$ cat src/rtl/crtc_pkg.sv
package crtc_pkg;
  typedef enum logic [1:0] {
    PWR_ON      = 2'd0,
    PWR_STANDBY = 2'd1,
    PWR_SUSPEND = 2'd2,
    PWR_OFF     = 2'd3
  } pwr_e;

  localparam int CHAR_SHIFT = 3;
endpackage

$ cat src/rtl/crtc_h_axis.sv
module crtc_h_axis #(
  parameter int FW  = 16,
  parameter int SW  = 12,
  parameter int HWW = 6
) (
  input  logic            clk_i,
  input  logic            rst_ni,
  input  logic            clr_i,
  input  logic [FW-1:0]   total_i,
  input  logic [FW-1:0]   disp_i,
  input  logic [SW-1:0]   start_i,
  input  logic [HWW-1:0]  wid_i,
  output logic [FW+2:0]   px_o,
  output logic            last_o,
  output logic            de_o,
  output logic            act_o
);
  localparam int PW = FW + crtc_pkg::CHAR_SHIFT;
  localparam int EW = PW + 1;

  logic [PW-1:0]  px_q;
  logic [HWW-1:0] wid_eff;
  logic [EW-1:0]  start_x, stop_x, px_x;

  assign last_o = (px_q[PW-1:3] == total_i) && (&px_q[2:0]);

  always_ff @(posedge clk_i or negedge rst_ni) begin
    if (!rst_ni)     px_q <= '0;
    else if (clr_i)  px_q <= '0;
    else if (last_o) px_q <= '0;
    else             px_q <= px_q + 1'b1;
  end

  assign wid_eff = (wid_i == '0) ? HWW'(1) : wid_i;
  assign start_x = EW'(start_i);
  assign stop_x  = start_x + (EW'(wid_eff) << crtc_pkg::CHAR_SHIFT);
  assign px_x    = EW'(px_q);

  assign de_o  = (px_q[PW-1:3] <= disp_i);
  assign act_o = (px_x >= start_x) && (px_x < stop_x);
  assign px_o  = px_q;
endmodule

$ cat src/rtl/crtc_v_axis.sv
module crtc_v_axis #(
  parameter int FW  = 16,
  parameter int SW  = 12,
  parameter int VWW = 5
) (
  input  logic            clk_i,
  input  logic            rst_ni,
  input  logic            clr_i,
  input  logic            adv_i,
  input  logic            dbl_i,
  input  logic [FW-1:0]   total_i,
  input  logic [FW-1:0]   disp_i,
  input  logic [SW-1:0]   start_i,
  input  logic [VWW-1:0]  wid_i,
  output logic [FW-1:0]   ln_o,
  output logic            last_o,
  output logic            de_o,
  output logic            act_o
);
  localparam int EW = FW + 2;

  logic [FW-1:0]  ln_q;
  logic           scan_q;
  logic           line_done;
  logic [VWW-1:0] wid_eff;
  logic [EW-1:0]  start_x, stop_x, ln_x;

  // second pass of a doubled line, or any pass when single-scan
  assign line_done = adv_i && (!dbl_i || scan_q);
  assign last_o    = line_done && (ln_q == total_i);

  always_ff @(posedge clk_i or negedge rst_ni) begin
    if (!rst_ni) begin
      ln_q   <= '0;
      scan_q <= 1'b0;
    end else if (clr_i) begin
      ln_q   <= '0;
      scan_q <= 1'b0;
    end else if (adv_i) begin
      if (dbl_i && !scan_q) begin
        scan_q <= 1'b1;
      end else begin
        scan_q <= 1'b0;
        ln_q   <= last_o ? '0 : ln_q + 1'b1;
      end
    end
  end

  assign wid_eff = (wid_i == '0) ? VWW'(1) : wid_i;
  assign start_x = EW'(start_i) + 1'b1;
  assign stop_x  = start_x + EW'(wid_eff);
  assign ln_x    = EW'(ln_q);

  assign de_o  = (ln_q <= disp_i);
  assign act_o = (ln_x >= start_x) && (ln_x < stop_x);
  assign ln_o  = ln_q;
endmodule

$ cat src/rtl/crtc_out_stage.sv
module crtc_out_stage
  import crtc_pkg::*;
#(
  parameter int PW = 19,
  parameter int LW = 16
) (
  input  logic           clk_i,
  input  logic           rst_ni,
  input  logic           valid_i,
  input  logic [1:0]     pwr_i,
  input  logic           h_de_i,
  input  logic           v_de_i,
  input  logic           h_act_i,
  input  logic           v_act_i,
  input  logic           h_neg_i,
  input  logic           v_neg_i,
  input  logic [PW-1:0]  px_i,
  input  logic [LW-1:0]  ln_i,
  output logic           hsync_o,
  output logic           vsync_o,
  output logic           de_o,
  output logic [PW-1:0]  px_o,
  output logic [LW-1:0]  ln_o
);
  pwr_e pwr;
  logic h_mute, v_mute, run;

  assign pwr    = pwr_e'(pwr_i);
  assign run    = (pwr == PWR_ON);
  assign h_mute = (pwr == PWR_STANDBY) || (pwr == PWR_OFF);
  assign v_mute = (pwr == PWR_SUSPEND) || (pwr == PWR_OFF);

  always_ff @(posedge clk_i or negedge rst_ni) begin
    if (!rst_ni) begin
      hsync_o <= 1'b0;
      vsync_o <= 1'b0;
      de_o    <= 1'b0;
      px_o    <= '0;
      ln_o    <= '0;
    end else begin
      hsync_o <= (valid_i && h_act_i && !h_mute) ^ h_neg_i;
      vsync_o <= (valid_i && v_act_i && !v_mute) ^ v_neg_i;
      de_o    <= valid_i && run && h_de_i && v_de_i;
      px_o    <= px_i;
      ln_o    <= ln_i;
    end
  end
endmodule

$ cat src/rtl/crtc_timing_gen.sv
module crtc_timing_gen #(
  parameter int FW  = 16,
  parameter int SW  = 12,
  parameter int HWW = 6,
  parameter int VWW = 5
) (
  input  logic            clk_i,
  input  logic            rst_ni,
  input  logic            crtc_en_i,
  input  logic [1:0]      pwr_state_i,
  input  logic            dbl_scan_i,
  input  logic [FW-1:0]   h_total_i,
  input  logic [FW-1:0]   h_disp_i,
  input  logic [SW-1:0]   h_sync_start_i,
  input  logic [HWW-1:0]  h_sync_wid_i,
  input  logic            h_sync_neg_i,
  input  logic [FW-1:0]   v_total_i,
  input  logic [FW-1:0]   v_disp_i,
  input  logic [SW-1:0]   v_sync_start_i,
  input  logic [VWW-1:0]  v_sync_wid_i,
  input  logic            v_sync_neg_i,
  output logic            hsync_o,
  output logic            vsync_o,
  output logic            de_o,
  output logic [FW+2:0]   pix_cnt_o,
  output logic [FW-1:0]   line_cnt_o
);
  localparam int PW = FW + crtc_pkg::CHAR_SHIFT;

  logic [FW-1:0]  sh_h_total_q, sh_h_disp_q, sh_v_total_q, sh_v_disp_q;
  logic [SW-1:0]  sh_h_start_q, sh_v_start_q;
  logic [HWW-1:0] sh_h_wid_q;
  logic [VWW-1:0] sh_v_wid_q;
  logic           sh_h_neg_q, sh_v_neg_q, sh_dbl_q;
  logic           valid_q;

  logic           clr, h_last, frame_last, load;
  logic           h_de, v_de, h_act, v_act;
  logic [PW-1:0]  px_q;
  logic [FW-1:0]  ln_q;

  // counters held at zero while disabled and for the first enabled edge
  assign clr  = !crtc_en_i || !valid_q;
  assign load = !valid_q || frame_last;

  always_ff @(posedge clk_i or negedge rst_ni) begin
    if (!rst_ni) valid_q <= 1'b0;
    else         valid_q <= crtc_en_i;
  end

  always_ff @(posedge clk_i or negedge rst_ni) begin
    if (!rst_ni) begin
      sh_h_total_q <= '0;
      sh_h_disp_q  <= '0;
      sh_h_start_q <= '0;
      sh_h_wid_q   <= '0;
      sh_h_neg_q   <= 1'b0;
      sh_v_total_q <= '0;
      sh_v_disp_q  <= '0;
      sh_v_start_q <= '0;
      sh_v_wid_q   <= '0;
      sh_v_neg_q   <= 1'b0;
      sh_dbl_q     <= 1'b0;
    end else if (load) begin
      sh_h_total_q <= h_total_i;
      sh_h_disp_q  <= h_disp_i;
      sh_h_start_q <= h_sync_start_i;
      sh_h_wid_q   <= h_sync_wid_i;
      sh_h_neg_q   <= h_sync_neg_i;
      sh_v_total_q <= v_total_i;
      sh_v_disp_q  <= v_disp_i;
      sh_v_start_q <= v_sync_start_i;
      sh_v_wid_q   <= v_sync_wid_i;
      sh_v_neg_q   <= v_sync_neg_i;
      sh_dbl_q     <= dbl_scan_i;
    end
  end

  crtc_h_axis #(.FW(FW), .SW(SW), .HWW(HWW)) u_h (
    .clk_i   (clk_i),
    .rst_ni  (rst_ni),
    .clr_i   (clr),
    .total_i (sh_h_total_q),
    .disp_i  (sh_h_disp_q),
    .start_i (sh_h_start_q),
    .wid_i   (sh_h_wid_q),
    .px_o    (px_q),
    .last_o  (h_last),
    .de_o    (h_de),
    .act_o   (h_act)
  );

  crtc_v_axis #(.FW(FW), .SW(SW), .VWW(VWW)) u_v (
    .clk_i   (clk_i),
    .rst_ni  (rst_ni),
    .clr_i   (clr),
    .adv_i   (h_last),
    .dbl_i   (sh_dbl_q),
    .total_i (sh_v_total_q),
    .disp_i  (sh_v_disp_q),
    .start_i (sh_v_start_q),
    .wid_i   (sh_v_wid_q),
    .ln_o    (ln_q),
    .last_o  (frame_last),
    .de_o    (v_de),
    .act_o   (v_act)
  );

  crtc_out_stage #(.PW(PW), .LW(FW)) u_out (
    .clk_i   (clk_i),
    .rst_ni  (rst_ni),
    .valid_i (valid_q),
    .pwr_i   (pwr_state_i),
    .h_de_i  (h_de),
    .v_de_i  (v_de),
    .h_act_i (h_act),
    .v_act_i (v_act),
    .h_neg_i (sh_h_neg_q),
    .v_neg_i (sh_v_neg_q),
    .px_i    (px_q),
    .ln_i    (ln_q),
    .hsync_o (hsync_o),
    .vsync_o (vsync_o),
    .de_o    (de_o),
    .px_o    (pix_cnt_o),
    .ln_o    (line_cnt_o)
  );
endmodule

$ cat config.mk
export PLATFORM = sky130hd
export DESIGN_NAME = crtc_timing_gen
export DESIGN_NICKNAME = d
export VERILOG_FILES = /design/src/rtl/crtc_pkg.sv /design/src/rtl/crtc_h_axis.sv /design/src/rtl/crtc_v_axis.sv /design/src/rtl/crtc_out_stage.sv /design/src/rtl/crtc_timing_gen.sv
export SDC_FILE = /design/constraint.sdc
export NUM_CORES = 1
export LEC_CHECK = 0
export CORE_ASPECT_RATIO = 1.1
export CORE_MARGIN = 2
export CORE_UTILIZATION = 39
export DETAILED_ROUTE_END_ITERATION = 12
export GPL_ROUTABILITY_DRIVEN = 0
export GPL_TIMING_DRIVEN = 0
export PLACE_DENSITY = 0.71
export SLEW_MARGIN = 20
export SYNTH_ARGS = -nofsm -noshare
export SYNTH_HDL_FRONTEND = slang
export SYNTH_SLANG_ARGS = --single-unit
$ cat constraint.sdc
create_clock -name clk_i -period 3.03 [get_ports clk_i]
set_input_delay 0.7575 -clock clk_i [delete_from_list [all_inputs] [get_ports clk_i]]
set_output_delay 0.7575 -clock clk_i [all_outputs]
set_load 0.01 [all_outputs]
Yosys cells after proc, flatten, opt, wreduce, memory -nomap -nowiden:

Cells that the tools add are included.

* register bits: 177
* input bits: 107
* output and inout bits: 38

* add/subtract/negate cells: 5
* magnitude comparators: 6
* eq/ne operators: 6
* muxes and demuxes: 11
* bitwise logic cells: 2
* reductions and logical operators: 30

Operators by type and width (number)
* $mux W16: 4
* $mux W19: 2
* $eq A16 B16 Y1: 2
* $le A16 B16 Y1: 2
* $lt A19 B20 Y1: 1
* $add A19 B1 Y19 const B: 1
* $ge A19 B12 Y1: 1
* $add A18 B5 Y18: 1
* $ge A16 B18 Y1: 1
* $lt A16 B18 Y1: 1
* $add A16 B1 Y16 const B: 1
* $add A12 B1 Y13 const B: 1
* $add A12 B9 Y13: 1
* $logic_and A1 B1 Y1: 13
* $logic_not A1 Y1: 6
* $logic_not A6 Y1: 1
* $mux W6: 1
* $logic_not A5 Y1: 1
* $logic_or A1 B1 Y1: 5
* $mux W5: 1
* $eq A2 B2 Y1 const B: 2
* $mux W1: 3
* $reduce_and A3 Y1: 1
* $eq A2 B1 Y1 const B: 1
* other kinds (5): 6

Longest topological paths before layout:

Gate-level depths: netlist (run 1).

* depth after elaboration: 8
* gate-level depth with buffers: 19

By module:

Synthesis (run 1) repeated with hierarchy kept, for this count alone.

* cell total of the unflattened synthesis: 876
* area total of the unflattened synthesis: 10189.8 um^2

Modules (own cells, without submodules)
* crtc_timing_gen: instances 1, cells an instance 218, area an instance 4155.2 um^2, seq. area each 2577.5 um^2
* crtc_v_axis: instances 1, cells an instance 328, area an instance 2663.8 um^2, seq. area each 425.4 um^2
* crtc_h_axis: instances 1, cells an instance 286, area an instance 2374.8 um^2, seq. area each 475.5 um^2
* crtc_out_stage: instances 1, cells an instance 44, area an instance 996.0 um^2, seq. area each 950.9 um^2

Worst setup path before layout (run 1):

OpenSTA, ideal clock, no wires.

* kind: register to register
* start point: reg sh_v_wid_q[4]
* end point: reg u_out.vsync_o
* arrival time: 3.184 ns
* required time: 2.951 ns
* path slack: -0.233 ns
* stages on the path, launching flop included: 19
* path buffers: 0
* clock period less this slack: 3.263 ns
* cells stage by stage: dfrtp_1 > o41ai_1 > ha_1 > inv_1 > fa_1 > nor2b_1 > o21ai_0 > a21oi_1 > o211ai_1 > nor2_1 > o21ai_0 > xor2_1 > ha_1 > a21oi_1 > nor2b_1 > o21ai_0 > o2111ai_1 > nor3_1 > xor2_1

* word-level cells in the longest chain between the ends: 8

Ends and longest elaborated chain
* from (decl): line crtc_timing_gen.sv:33 `logic [VWW-1:0] sh_v_wid_q;`
* from (signal assigned): line crtc_timing_gen.sv:73 `sh_v_wid_q <= v_sync_wid_i;`
* $logic_not A5 Y1: line crtc_v_axis.sv:49 `assign wid_eff = (wid_i == '0) ? VWW'(1) : wid_i;`
* $mux W5 *: line crtc_v_axis.sv:49
* $add A18 B5 Y18 *: line crtc_v_axis.sv:51 `assign stop_x = start_x + EW'(wid_eff);`
* $lt A16 B18 Y1 *: line crtc_v_axis.sv:55 `assign act_o = (ln_x >= start_x) && (ln_x < stop_x);`
* $logic_and A1 B1 Y1 *: line crtc_v_axis.sv:55
* $logic_and A1 B1 Y1 * (2 in a row): line crtc_out_stage.sv:42 `vsync_o <= (valid_i && v_act_i && !v_mute) ^ v_neg_i;`
* $xor A1 B1 Y1 *: line crtc_out_stage.sv:42
* to (signal assigned): line crtc_out_stage.sv:42
* to (decl): line crtc_out_stage.sv:20 `output logic vsync_o,`

Every way passes the cells marked *; elsewhere a longest branch is shown, timed or not.
A chain may end at the register's enable or synchronous reset.

Worst setup path after layout (run 1):

* start point: reg sh_v_wid_q[2]
* end point: reg u_out.vsync_o

The elaborated chain is that of the path after synthesis.

==> reports/results.ini, run 1 <==
[run_status]
outcome=complete, but fails checks
violations=setup timing

[global_routing]
antenna_found_initial=1
overflow=0
grt_start_max_net_pins=93
grt_usage=0.186
grt_pass1_wl_um=38100
grt_pass1_vias=7301

[yosys]
synth-edff-count=0
ys_types=55
synthArstFlopShare=1.00
synth_seq_cells=177
synth_flop_cell=dfrtp_1
synth_nets=1068
syn_inst=864
ys_warn_count=0
yosysSeqAreaShare=0.457
synth_area_per_cell_sq_um=11.2
synth_area_sq_um=9700

[floorplanning]
core_sq_um=24500
initial_core_util=0.396
die_w_um=154
std_cell_rows=60
io_pins=145
dieHeight_um=169
dieArea_sq_um=26200

[power]
seq_power_share=0.447
internal_power_mw=4.22
p_leak_nw=5.58
p_clk_frac=0.384
ir_worst_vdd_uv=366
p_sw_frac=0.278
report.power.total_mw=5.84
power.density_nw_per_um2=473
p_sw_mw=1.62
power_frac_comb=0.169

[placement]
place_hpwl_um=17000
io_buffers=144
preCtsSetupSlack_ps=-600
dpl_cell_area_sq_um=11600

[sta]
fin_setup_tns_ps=-764
setup_viol=2
fin_crit_sh=1.15
tightest_slew_ps=652
setup_slack_ps=-439
max_freq_ghz=0.288
finalMaxSlewViolations=0
rsz0062_at_grt=true
hold_violations=0
slew_headroom=0.561
fin_skew_ps=13.8
hold_slack_ps=307
finalCriticalPeriod_ps=3470

[clocking]
cts_buffers=17
clk_latency_ps=430
hold_buffers=0
htree_levels=4
cts_tree=done
clk_pin_slew_ps=70
clockBufferDepth=2
clock-sinks=177
clockRootBuffer=clkbuf_16

[layout]
nNetsFinal=1240
fin_area_sq_um=12300
layout-drive-gt1-share=0.183
area_growth_pct=27.1
regArea_sq_um=4430
multi_input_area_sq_um=4980
nFillCells=2207

[drt]
ant_nets=0
drt-initial-drc-count=329
vias=6987
wl_per_cell_um=17.0
drt-pass1-iter-count=4
viasPerCell=5.14
drc=0
drt-total-wl_um=23100

[worst_setup_path]
crit_buf_inv=1
worst-endpoint-arrival_ps=3820
cp_top_family=compound AO/OA/AOI/OAI gates
start_kind=flop
worstPathRequired_ps=3380
critical_path_class=reg2reg
cp_max_fo=4
endpoint_kind=flop
cpMaxStageDelayCell=dfrtp_1
slowest_delay_ps=400
path_cells=o41ai_2 -> ha_2 -> inv_2 -> fa_2 -> nor2b_2 -> o21ai_2 -> a21oi_2 -> o211ai_1 -> nor2_1 -> o21ai_1 -> xor2_1 -> ha_2 -> a21oi_2 -> nor2b_1 -> o21ai_1 -> o2111ai_2 -> nor3_2 -> xor2_1

[worst_hold_path]
holdCritPathClass=in2async

[flow_run]
drv_cap=0

## path summary, 6_finish.rpt
kind,startpoint,to,slack (ps),cells after the start
max in group asynchronous,rst_ni,sh_v_start_q[2]$_DFFE_PN0P_,1820,2
max,sh_v_wid_q[2]$_DFFE_PN0P_,u_out.vsync_o$_DFF_PN0_,-440,18
min in group clk_i,sh_v_neg_q$_DFFE_PN0P_,u_out.vsync_o$_DFF_PN0_,460,1
min reg2reg,sh_v_neg_q$_DFFE_PN0P_,u_out.vsync_o$_DFF_PN0_,460,1
min,rst_ni,sh_h_disp_q[4]$_DFFE_PN0P_,310,1
max reg2reg,sh_v_wid_q[2]$_DFFE_PN0P_,u_out.vsync_o$_DFF_PN0_,-440,18
## cells by family after synthesis
logic type | after synthesis | share of synthesized area
AND/OR/NAND/NOR | 202 | 0.105
flip-flops | 177 | 0.457
AO/OA/AOI/OAI | 116 | 0.0776
multiplexers | 103 | 0.119
adder cells (fa/ha/maj) | 97 | 0.127
buffers and inverters | 87 | 0.0417
XOR/XNOR | 81 | 0.0731
other | 1 | 0.000387
## area by class of cell
cell class	instances	share of cell area
plain buffers	23	0.0133
clock buffers	17	0.0345
flip-flops and latches	177	0.359
diodes	1	0.000203
multi-input cells	600	0.404
well taps	310	0.0315
repair buffers	154	0.125
clock inverters	15	0.0132
inverters	63	0.0192
## timing repair
item | in CTS | in global routing
pin swaps | 15 | 15
gates resized for setup | 12 | 10
endpoints found under the setup margin | 92 | 67
buffers inserted | 6 | 3
## placed cells by master (no fill, tap or decap), drive strengths merged, types with 8 or more instances in the layout
cell type | synthesis | final
nand4 | 22 | 22
nor2b | 12 | 12
ha | 95 | 95
a21oi | 34 | 34
inv | 63 | 73
clkbuf | 12 | 28
o21ai | 29 | 29
mux2 | 102 | 102
nor3 | 9 | 9
o2111ai | 8 | 8
nand2 | 47 | 47
nor4 | 8 | 8
and3 | 10 | 10
xnor2 | 47 | 47
dfrtp | 177 | 177
a21o | 17 | 17
clkdlybuf4s50 | 0 | 143
buf | 12 | 23
xor2 | 34 | 34
nand3 | 15 | 15
nor2 | 56 | 56
## power by group through the flow
stage | registers [mW] | logic [mW] | clock network [mW]
3_5_place_dp | 2.65 | 0.951 | 0
3_3_place_gp | 2.65 | 0.919 | 0
5_1_grt | 2.63 | 1.12 | 2.39
2_1_floorplan | 2.63 | 0.611 | 0
6_report | 2.61 | 0.987 | 2.24
4_1_cts | 2.61 | 0.985 | 2.28
## worst register-to-register path, stage by stage (launching register included)
cell	delay [ps]
dfrtp_1	400
o41ai_2	340
ha_2	240
inv_2	40
fa_2	350
nor2b_2	130
o21ai_2	70
a21oi_2	170
o211ai_1	190
nor2_1	190
o21ai_1	90
xor2_1	160
ha_2	180
a21oi_2	120
nor2b_1	60
o21ai_1	140
o2111ai_2	140
nor3_2	230
xor2_1	170
## cell usage after synthesis, types with 2 or more instances
cell type	n	area share
o211ai_1	4	0.0031
o21ai_0	27	0.014
dfrtp_1	177	0.46
ha_1	95	0.12
nor2_1	56	0.022
or4_1	2	0.0015
buf_6	8	0.0093
clkbuf_1	12	0.0046
xnor2_1	47	0.042
nor4_1	7	0.0045
buf_2	2	0.0010
a21oi_1	34	0.018
nor3_1	8	0.0041
mux2_2	102	0.12
o2111ai_1	8	0.0072
o31ai_1	2	0.0015
a211oi_1	6	0.0046
fa_1	2	0.0041
xor2_1	34	0.031
o21ba_2	2	0.0021
a21o_1	17	0.013
and4_1	2	0.0018
and3_1	9	0.0058
inv_1	63	0.024
nor2b_1	12	0.0077
nand3b_1	2	0.0015
o21a_1	7	0.0054
nand3_1	15	0.0077
or3_2	3	0.0023
nand2_1	46	0.018
nand2b_1	7	0.0045
nand4_1	22	0.014
and2_1	2	0.0013
## sequential cells by signal, indices dropped and copies added (netlist names)
signal / cells
u_h.px_o: 19
u_out.px_o: 19
sh_h_disp_q: 16
sh_h_total_q: 16
sh_v_disp_q: 16
sh_v_total_q: 16
u_out.ln_o: 16
u_v.ln_o: 16
sh_h_start_q: 12
sh_v_start_q: 12
sh_h_wid_q: 6
sh_v_wid_q: 5
sh_dbl_q: 1
sh_h_neg_q: 1
sh_v_neg_q: 1
u_out.de_o: 1
u_out.hsync_o: 1
u_out.vsync_o: 1
u_v.scan_q: 1
valid_q: 1
## metal layers
| layer | share of wire | track usage | up-vias |
|---|---|---|---|
| met5 | 0 | 0 | - |
| li1 | - | - | 3380 |
| met1 | 0.44 | 0.237 | 3408 |
| met4 | 0.015 | 0.0491 | 0 |
| met2 | 0.50 | 0.324 | 168 |
| met3 | 0.044 | 0.0378 | 31 |
## through the flow
step	instances	util
5_1_grt	1359	0.504
6_report	1360	0.504
4_1_cts	1357	0.501
3_3_place_gp	1318	0.472
3_5_place_dp	1319	0.473
2_1_floorplan	864	-
No activity file was read; power rests on OpenSTA's default activity.
==> run 2: changes to the inputs <==
Settings changed: HOLD_SLACK_MARGIN set to 0.08.
==> results of run 2 <==
Final layout, timing and power as in run 1 (identical DEF).
